===== src/rtl/dma_tag_pkg.sv =====
package dma_tag_pkg;

  // Tag kind codes; the channel's fetch stage decodes these bit values.
  typedef enum logic [2:0] {
    K_REF_STOP  = 3'd0,
    K_COUNT     = 3'd1,
    K_JUMP      = 3'd2,
    K_REF       = 3'd3,
    K_REF_STALL = 3'd4,
    K_CALL      = 3'd5,
    K_RETURN    = 3'd6,
    K_STOP      = 3'd7
  } tag_kind_e;

  // Source of the next tag pointer.
  typedef enum logic [2:0] {
    TSEL_HOLD  = 3'd0,
    TSEL_STEP  = 3'd1,
    TSEL_FIELD = 3'd2,
    TSEL_DATA  = 3'd3,
    TSEL_STACK = 3'd4
  } tadr_sel_e;

  localparam int unsigned RET_SLOTS  = 2;
  localparam int unsigned TAG_BYTES  = 16;

endpackage


===== src/rtl/dma_tag_decode.sv =====
module dma_tag_decode
  import dma_tag_pkg::*;
#(
  parameter bit STACK_EN = 1'b1
) (
  input  tag_kind_e  kind,
  input  logic [1:0] depth,
  input  logic       field_zero,
  output logic       madr_after_tag,
  output tadr_sel_e  tadr_sel,
  output logic       want_push,
  output logic       want_pop,
  output logic       stop,
  output logic       overflow,
  output logic       underflow
);

  localparam logic [1:0] FULL_DEPTH = 2'(RET_SLOTS);

  always_comb begin
    madr_after_tag = 1'b0;
    tadr_sel       = TSEL_HOLD;
    want_push      = 1'b0;
    want_pop       = 1'b0;
    stop           = 1'b0;
    overflow       = 1'b0;
    underflow      = 1'b0;
    unique case (kind)
      K_REF_STOP: stop = 1'b1;
      K_COUNT: begin
        madr_after_tag = 1'b1;
        tadr_sel       = TSEL_DATA;
      end
      K_JUMP: begin
        madr_after_tag = 1'b1;
        tadr_sel       = TSEL_FIELD;
      end
      K_REF, K_REF_STALL: tadr_sel = TSEL_STEP;
      K_CALL: begin
        if (STACK_EN) begin
          madr_after_tag = 1'b1;
          if (field_zero) begin
            tadr_sel = TSEL_DATA;
          end else if (depth >= FULL_DEPTH) begin
            overflow = 1'b1;
            stop     = 1'b1;
          end else begin
            want_push = 1'b1;
            tadr_sel  = TSEL_FIELD;
          end
        end
      end
      K_RETURN: begin
        if (STACK_EN) begin
          madr_after_tag = 1'b1;
          if (depth == 2'd0 || depth > FULL_DEPTH) begin
            underflow = 1'b1;
            stop      = 1'b1;
          end else begin
            want_pop = 1'b1;
            tadr_sel = TSEL_STACK;
          end
        end
      end
      K_STOP: begin
        madr_after_tag = 1'b1;
        stop           = 1'b1;
      end
      default: ;
    endcase
  end

endmodule


===== src/rtl/dma_ret_stack.sv =====
module dma_ret_stack
  import dma_tag_pkg::*;
#(
  parameter int unsigned ADDR_W   = 32,
  parameter bit          STACK_EN = 1'b1
) (
  input  logic              clk,
  input  logic              rst_n,
  input  logic              clear,
  input  logic              push,
  input  logic              pop,
  input  logic [ADDR_W-1:0] push_val,
  output logic [1:0]        depth,
  output logic [ADDR_W-1:0] slot0,
  output logic [ADDR_W-1:0] slot1,
  output logic [ADDR_W-1:0] top
);

  if (STACK_EN) begin : g_stack
    logic [ADDR_W-1:0] slot_q [RET_SLOTS];
    logic [1:0]        depth_q;

    always_ff @(posedge clk or negedge rst_n) begin
      if (!rst_n) begin
        for (int i = 0; i < RET_SLOTS; i++) slot_q[i] <= '0;
        depth_q <= '0;
      end else if (clear) begin
        for (int i = 0; i < RET_SLOTS; i++) slot_q[i] <= '0;
        depth_q <= '0;
      end else if (push) begin
        slot_q[depth_q[0]] <= push_val;
        depth_q            <= depth_q + 2'd1;
      end else if (pop) begin
        slot_q[depth_q[1]] <= '0;
        depth_q            <= depth_q - 2'd1;
      end
    end

    assign depth = depth_q;
    assign slot0 = slot_q[0];
    assign slot1 = slot_q[1];
    assign top   = slot_q[depth_q[1]];
  end else begin : g_nostack
    logic unused_stack_in;
    assign unused_stack_in = ^{clk, rst_n, clear, push, pop, push_val};
    assign depth = '0;
    assign slot0 = '0;
    assign slot1 = '0;
    assign top   = '0;
  end

endmodule


===== src/rtl/dma_tag_walker.sv =====
module dma_tag_walker
  import dma_tag_pkg::*;
#(
  parameter int unsigned ADDR_W   = 32,
  parameter int unsigned QWC_W    = 16,
  parameter bit          STACK_EN = 1'b1
) (
  input  logic              clk,
  input  logic              rst_n,
  input  logic              chain_start,
  input  logic [ADDR_W-1:0] start_tadr,
  input  logic              tag_stb,
  input  logic [2:0]        tag_kind,
  input  logic [QWC_W-1:0]  tag_qwc,
  input  logic [ADDR_W-1:0] tag_field,
  output logic [ADDR_W-1:0] madr,
  output logic [ADDR_W-1:0] tadr,
  output logic [1:0]        stack_ptr,
  output logic [ADDR_W-1:0] ret_slot0,
  output logic [ADDR_W-1:0] ret_slot1,
  output logic              chain_end
);

  localparam int unsigned WIDE_W = ADDR_W + QWC_W + 4;

  function automatic logic [ADDR_W-1:0] qw_bytes(input logic [QWC_W-1:0] q);
    logic [WIDE_W-1:0] wide;
    wide = {{ADDR_W{1'b0}}, q, 4'b0000};
    return wide[ADDR_W-1:0];
  endfunction

  function automatic logic [ADDR_W-1:0] past_tag(input logic [ADDR_W-1:0] a);
    return a + ADDR_W'(TAG_BYTES);
  endfunction

  logic [ADDR_W-1:0] madr_q, tadr_q;
  logic [ADDR_W-1:0] after_tag, after_data, stack_top;
  logic [ADDR_W-1:0] madr_nxt, tadr_nxt;
  logic              tag_take;
  logic              dec_madr_after, dec_push, dec_pop, dec_stop;
  logic              dec_overflow, dec_underflow;
  tadr_sel_e         dec_tsel;

  // Named events for the checker.
  logic push_fire, pop_fire, stack_overflow, stack_underflow;

  assign tag_take   = tag_stb && !chain_start;
  assign after_tag  = past_tag(tadr_q);
  assign after_data = after_tag + qw_bytes(tag_qwc);

  dma_tag_decode #(.STACK_EN(STACK_EN)) u_dec (
    .kind           (tag_kind_e'(tag_kind)),
    .depth          (stack_ptr),
    .field_zero     (tag_field == '0),
    .madr_after_tag (dec_madr_after),
    .tadr_sel       (dec_tsel),
    .want_push      (dec_push),
    .want_pop       (dec_pop),
    .stop           (dec_stop),
    .overflow       (dec_overflow),
    .underflow      (dec_underflow)
  );

  assign push_fire       = tag_take && dec_push;
  assign pop_fire        = tag_take && dec_pop;
  assign stack_overflow  = tag_take && dec_overflow;
  assign stack_underflow = tag_take && dec_underflow;

  dma_ret_stack #(.ADDR_W(ADDR_W), .STACK_EN(STACK_EN)) u_stack (
    .clk      (clk),
    .rst_n    (rst_n),
    .clear    (chain_start),
    .push     (push_fire),
    .pop      (pop_fire),
    .push_val (after_data),
    .depth    (stack_ptr),
    .slot0    (ret_slot0),
    .slot1    (ret_slot1),
    .top      (stack_top)
  );

  assign madr_nxt = dec_madr_after ? after_tag : tag_field;

  always_comb begin
    unique case (dec_tsel)
      TSEL_STEP:  tadr_nxt = after_tag;
      TSEL_FIELD: tadr_nxt = tag_field;
      TSEL_DATA:  tadr_nxt = after_data;
      TSEL_STACK: tadr_nxt = stack_top;
      default:    tadr_nxt = tadr_q;
    endcase
  end

  always_ff @(posedge clk or negedge rst_n) begin
    if (!rst_n) begin
      madr_q <= '0;
      tadr_q <= '0;
    end else if (chain_start) begin
      madr_q <= '0;
      tadr_q <= start_tadr;
    end else if (tag_stb) begin
      madr_q <= madr_nxt;
      tadr_q <= tadr_nxt;
    end
  end

  assign madr      = madr_q;
  assign tadr      = tadr_q;
  assign chain_end = tag_take && dec_stop;

endmodule


===== config.mk =====
export PLATFORM = sky130hd
export DESIGN_NAME = dma_tag_walker
export DESIGN_NICKNAME = d
export VERILOG_FILES = /design/src/rtl/dma_tag_pkg.sv /design/src/rtl/dma_tag_decode.sv /design/src/rtl/dma_ret_stack.sv /design/src/rtl/dma_tag_walker.sv
export SDC_FILE = /design/constraint.sdc
export NUM_CORES = 1
export LEC_CHECK = 0
export BUFFER_PORTS_ARGS = -buffer_cell sky130_fd_sc_hd__buf_2
export CAP_MARGIN = 30
export CORE_MARGIN = 10
export CORE_UTILIZATION = 55
export CTS_BUF_LIST = sky130_fd_sc_hd__clkbuf_16
export DETAILED_ROUTE_END_ITERATION = 12
export PLACE_DENSITY = 0.79
export SYNTH_ARGS = -nofsm -noshare
export SYNTH_HDL_FRONTEND = slang
export SYNTH_HIERARCHICAL = 1
export SYNTH_SLANG_ARGS = --single-unit

===== constraint.sdc =====
create_clock -name clk -period 4.4 [get_ports clk]
set_clock_uncertainty 0.05 [all_clocks]
set_input_delay 0.88 -clock clk [delete_from_list [all_inputs] [get_ports clk]]
set_output_delay 0.88 -clock clk [all_outputs]
set_load 0.05 [all_outputs]

==> results of run 1 <==
flip-flops by register name, indices dropped and copies added (netlist names):
register	flops
madr	32
u_stack/slot1	32
u_stack/slot0	32
u_stack/depth	2
tadr	32
critical path: stages, from the launching register on:
cell      delay [ns]
dfrtp_1         0.45
and4_2          0.43
and2_1          0.22
buf_4           0.19
nand4_1         0.12
xor2_1          0.29
inv_1           0.08
ha_1            0.40
nand3_1         0.13
nor3_1          0.24
a211oi_2        0.15
or2_1           0.31
or3_1           0.39
xor2_1          0.18
o22ai_1         0.19
nor2_1          0.06
path summary, 6_finish.rpt:
check | from | end | slack (ns)
hold reg to reg | madr[24]$_DFFE_PN0P_ | madr[24]$_DFFE_PN0P_ | 0.47
hold / removal | rst_n | u_stack/slot0[13]$_DFFE_PN0P_ | 0.45
setup / recovery | tadr[6]$_DFFE_PN0P_ | u_stack/slot1[30]$_DFFE_PN0P_ | 0.39
setup reg to reg | tadr[6]$_DFFE_PN0P_ | u_stack/slot1[30]$_DFFE_PN0P_ | 0.39
min in group clk | madr[24]$_DFFE_PN0P_ | madr[24]$_DFFE_PN0P_ | 0.47
max in group asynchronous | rst_n | tadr[4]$_DFFE_PN0P_ | 2.91
power by group:
part / switching (mW) / internal [mW]
clock: 0.539 / 0.876
sequential: 0.126 / 1.29
combinational: 1.11 / 0.493
total: 1.78 / 2.66
final cells by class:
class / count / area (um^2)
flip-flops and latches: 130 / 3250
clock buffers: 17 / 425
repair buffers: 261 / 1440
well taps: 211 / 264
diodes: 1 / 2.50
multi-input cells: 756 / 5050
clock inverters: 15 / 151
inverters: 25 / 93.8
fillers: 1263 / 4690
through the flow:
step	util	area [um^2]	hold WS, ns	worst slack, ns
5_1_grt	0.695	10700	0.489	0.0926
3_3_place_gp	0.656	10100	0.448	0.310
4_1_cts	0.694	10700	0.470	0.254
2_1_floorplan	-	8700	0.475	0.437
3_5_place_dp	0.656	10100	0.457	0.288
6_report	0.695	10700	0.453	0.395
metal layers:
metal | up-vias | wire (um)
met4 | 0 | 1230
met2 | 654 | 15500
li1 | 4053 | -
met1 | 4351 | 13400
met3 | 86 | 3930
met5 | - | 0
==> qor.yml, run 1 <==
global_routing:
  top_usage_layer: "met2"
  met2_usage: 0.480
  grt_pass1_wl_um: 52700
  gr-total-overflow: 0
  grtUsageMet1: 0.398
  grt_antenna_before_repair: 1
  grt_max_degree: 79
  grt_pass1_vias: 9091
  grtUsageTotal: 0.310
  use_met3: 0.0857
logic_synthesis:
  syn_avg_cell_area_um2: 8.89
  syn_inst: 979
  synth_fp_nets: 1087
  synth_area_mm2: 0.00870
  yosysWarnings: 6
cts:
  cts_root_buffer: "clkbuf_16"
  cts.path.max_buffers: 2
  numCtsBuffers: 17
  clk_latency_ns: 0.42
  htree_levels: 4
  postCtsSetupRepairBufs: 0
  hold_buffers: 0
  cts_num_sinks: 130
  cts_tree: "done"
  postCtsResizedCells: 0
  path_clk_slew_ns: 0.06
critical_path:
  path_max_fanout: 11
  critical_path_class: "register to register"
  crit_path_end_kind: "register"
  worstPathArrival_ns: 4.26
  startpoint_type: "register"
  worstPathRequired_ns: 4.66
  r2r_cells: 15
placement:
  place_inst: 1383
  gp_congestion: 0.996
  io_buffers: 217
  dpl.hpwl_um: 24700
finish:
  drive_gt1_frac: 0.288
  mostFrequentLayoutCell: "buf_2"
  fin_cells: 1416
  layout.nets: 1299
  areaGrowthSynthToFinish_pct: 22.7
  layout_common_cells: "buf_2 (216), nor2_1 (136), dfrtp_1 (129), a21oi_1 (64), nand2_1 (61)"
drt:
  first_iter_violations: 1009
  routed_via_density: 6.46
  wl_per_cell_um: 24.0
  via_count: 9144
  wl_um: 34000
  drt_first_pass_iters: 6
  drt_drc_violations_left: 0
  final_antenna_net_count: 0
power_and_ir_drop:
  p_per_area_mw_per_mm2: 415
  ir_drop_v: 0.000346
  p_leak_nw: 5.16
  power_mw: 4.44
outcome:
  status: "complete, no violations"
run:
  cap_violations: 0
timing:
  hold_viol: 0
  fin_crit_ns: 4.01
  tightest_slew_ns: 0.817
  period_share: 0.910
  setup_violations: 0
  rsz0062_at_grt: "false"
  maxSlewViolCount: 0
  max_freq_ghz: 0.250
  finalSetupTns_ns: 0
  slew_headroom: 0.454
floorplan:
  io_pins: 218
  die_h_um: 146
  core_mm2: 0.0154
  die_w_um: 146
  initial_utilization: 0.566
  num_rows: 45
  fp.dieArea_mm2: 0.0213
hold_path:
  min_path_type: "input port to async pin"
No activity file was read; power rests on OpenSTA's default activity.
==> run 2, diff against run 1 <==
--- a/config.mk
+++ b/config.mk
@@ -8,10 +8,10 @@
 export BUFFER_PORTS_ARGS = -buffer_cell sky130_fd_sc_hd__buf_2
 export CAP_MARGIN = 30
 export CORE_MARGIN = 10
-export CORE_UTILIZATION = 55
-export CTS_BUF_LIST = sky130_fd_sc_hd__clkbuf_16
+export CORE_UTILIZATION = 59
+export CTS_BUF_LIST = sky130_fd_sc_hd__clkbuf_4 sky130_fd_sc_hd__clkbuf_8 sky130_fd_sc_hd__clkbuf_16
 export DETAILED_ROUTE_END_ITERATION = 12
-export PLACE_DENSITY = 0.79
+export PLACE_DENSITY = 0.84
 export SYNTH_ARGS = -nofsm -noshare
 export SYNTH_HDL_FRONTEND = slang
 export SYNTH_HIERARCHICAL = 1
==> constraint.sdc (replaced) <==
create_clock -name clk -period 4.7 [get_ports clk]
set_clock_uncertainty 0.05 [all_clocks]
set_input_delay 0.94 -clock clk [delete_from_list [all_inputs] [get_ports clk]]
set_output_delay 0.94 -clock clk [all_outputs]
set_load 0.05 [all_outputs]
==> run 2 against run 1 <==
Setup slack worse by 0.089 ns; cell count down 2.8%; sequential cell count unchanged; wire length down 0.75%; maximum frequency down 8.9%; core utilization up 3.8 points; worst hold slack better by 0.011 ns; die area down 5.9%; combinational power down 7%; register-to-register slack worse by 0.09 ns; final area down 0.69%; clock-buffer cell count up 2.
==> qor.yml, run 2 (synthesis results as in run 1) <==
global_routing:
  grtUsageTotal: 0.330  # +0.0201
  grt_pass1_vias: 9344  # +2.8%
  grt_pass1_wl_um: 52900  # +0.34%
  gr-total-overflow: 0  # unchanged
  grt_antenna_before_repair: 0  # -1
  grt_max_degree: 71  # -10%
finish:
  antenna_cells: 0  # -1
  fin_cells: 1376  # -2.8%
  mostFrequentLayoutCell: "buf_2"
  layout_common_cells: "buf_2 (216), nor2_1 (136), dfrtp_1 (129), a21oi_1 (64), nand2_1 (61)"
  areaGrowthSynthToFinish_pct: 21.8
  fin_util: 0.732  # +0.0377
  drive_gt1_frac: 0.283  # -0.00549
  layout.nets: 1287  # -0.92%
  final_cell_area_mm2: 0.0106  # -0.69%
drt:
  wl_met3_um: 3880  # -1.2%
  highest_layer: "met4"
  wl_um: 33800  # -0.75%
  first_iter_violations: 1157  # +15%
  routed_via_density: 6.72  # +4.1%
  via_count: 9247  # +1.1%
  wl_met2_um: 15300  # -1.5%
  wl_per_cell_um: 24.5  # +2.1%
  drt_first_pass_iters: 5  # -1
  final_antenna_net_count: 0  # unchanged
  wl_met1_um: 13100  # -2.1%
  drt_drc_violations_left: 0  # unchanged
placement:
  dpl.hpwl_um: 24700  # +0.11%
  gp_congestion: 1.03  # +3.2%
  place_ws_ns: 0.388  # +0.0996 ns
  io_buffers: 217  # unchanged
  dpl-instance-area_mm2: 0.00997  # -1.1%
  place_inst: 1344  # -2.8%
cts:
  clk_latency_ns: 0.43  # about the same
  cts_num_sinks: 130  # unchanged
  postCtsResizedCells: 0  # unchanged
  postCtsSetupRepairBufs: 0  # unchanged
  cts_tree: "done"
  cts.path.max_buffers: 2  # unchanged
  path_clk_slew_ns: 0.06  # about the same
  hold_buffers: 0  # unchanged
  htree_levels: 4  # unchanged
  numCtsBuffers: 17  # unchanged
  cts_root_buffer: "clkbuf_16"
floorplan:
  initial_utilization: 0.601  # +0.0349
  core_mm2: 0.0145  # -5.8%
  num_rows: 44  # -2.2%
  fp.dieArea_mm2: 0.0200  # -5.9%
  die_h_um: 141  # -3.0%
  io_pins: 218  # unchanged
  die_w_um: 141  # -3.0%
timing:
  maxSlewViolCount: 0  # unchanged
  rsz0062_at_grt: "false"
  fin_crit_ns: 4.39  # +0.389 ns
  slew_headroom: 0.388  # -0.0654
  max_freq_ghz: 0.228  # -8.9%
  period_share: 0.935  # +0.0247
  fin_ws_ns: 0.305  # -0.0892 ns
  tightest_slew_ns: 0.905  # +0.0884 ns
  holdWs_ns: 0.464  # +0.0106 ns
  finalSetupTns_ns: 0  # unchanged
  hold_viol: 0  # unchanged
  setup_violations: 0  # unchanged
run:
  cap_violations: 0  # unchanged
outcome:
  status: "complete, no violations"
hold_path:
  min_path_type: "register to register"
  hold_path.startpoint: "madr[18]$_DFFE_PN0P_"
  hold_depth: 2
  min_delay_worst_endpoint: "madr[18]$_DFFE_PN0P_"
critical_path:
  path_max_fanout: 11  # unchanged
  worstSetupStartpoint: "tadr[6]$_DFFE_PN0P_"
  rr_startpoint: "tadr[6]$_DFFE_PN0P_"
  worstPathRequired_ns: 5.00  # +0.34 ns
  crit_path_end_kind: "register"
  critical_path_class: "register to register"
  startpoint_type: "register"
  timing.rr.end: "tadr[31]$_DFFE_PN0P_"
  rrSetupSlack_ns: 0.31  # -0.09 ns
  r2r_cells: 12  # -3
  worstPathArrival_ns: 4.70  # +0.44 ns
power_and_ir_drop:
  p_per_area_mw_per_mm2: 403  # -3.1%
  power_mw: 4.27  # -3.7%
  ir_drop_v: 0.000311  # -10%
  p_leak_nw: 5.11  # -0.94%
==> run 2: changes by cell type in the layout (fill, tap and decap cells not counted), sizes merged <==
cell / previous run / this run
clkinv: 10 / 6
buf: 261 / 249
inv: 27 / 25
clkinvlp: 0 / 3
diode: 1 / 0
bufinv: 3 / 4
clkbuf: 17 / 19
==> run 2: worst max-delay path by stage <==
| stage | to | slack [ns] |
|---|---|---|
| final | tadr[31]$_DFFE_PN0P_ | 0.31 |
| after global routing | tadr[31]$_DFFE_PN0P_ | 0.01 |
| after CTS | tadr[31]$_DFFE_PN0P_ | 0.35 |
| after detailed placement | tadr[31]$_DFFE_PN0P_ | 0.39 |
| after global placement | tadr[31]$_DFFE_PN0P_ | 0.50 |
| after floorplan | tadr[31]$_DFFE_PN0P_ | 0.74 |
==> run 2: cell type report <==
type / count / area (um^2)
Multi-Input combinational cell: 756 / 5040
Fill cell: 1097 / 3870
Sequential cell: 130 / 3250
Timing Repair Buffer: 249 / 1350
Clock buffer: 19 / 447
Tap cell: 184 / 230
Clock inverter: 13 / 184
Inverter: 25 / 93.8
==> run 2: routing by layer <==
metal | global-route usage | up-vias
li1 | - | 4042
met3 | 0.105 | 142
met5 | 0 | -
met4 | 0.138 | 0
met2 | 0.514 | 717
met1 | 0.414 | 4346
==> run 2: worst max-delay path, stage by stage (launching register included) <==
cell and delay [ns]:
dfrtp_1 0.44, and4_1 0.42, and2_1 0.43, nand3_1 0.15, xnor2_1 0.21, ha_1 0.42, nand2_1 0.09, a2111oi_0 0.48
o21ai_0 0.30, o21ai_0 0.44, a21boi_1 0.15, or4b_1 0.57, a21oi_1 0.16
==> run 2: power breakdown <==
part | leakage (nW) | total, mW | switching, mW | internal [mW]
combinational | 3.10 | 1.50 | 1.05 | 0.453
clock | 0.303 | 1.45 | 0.539 | 0.907
sequential | 1.72 | 1.32 | 0.119 | 1.20
total | 5.11 | 4.27 | 1.70 | 2.56
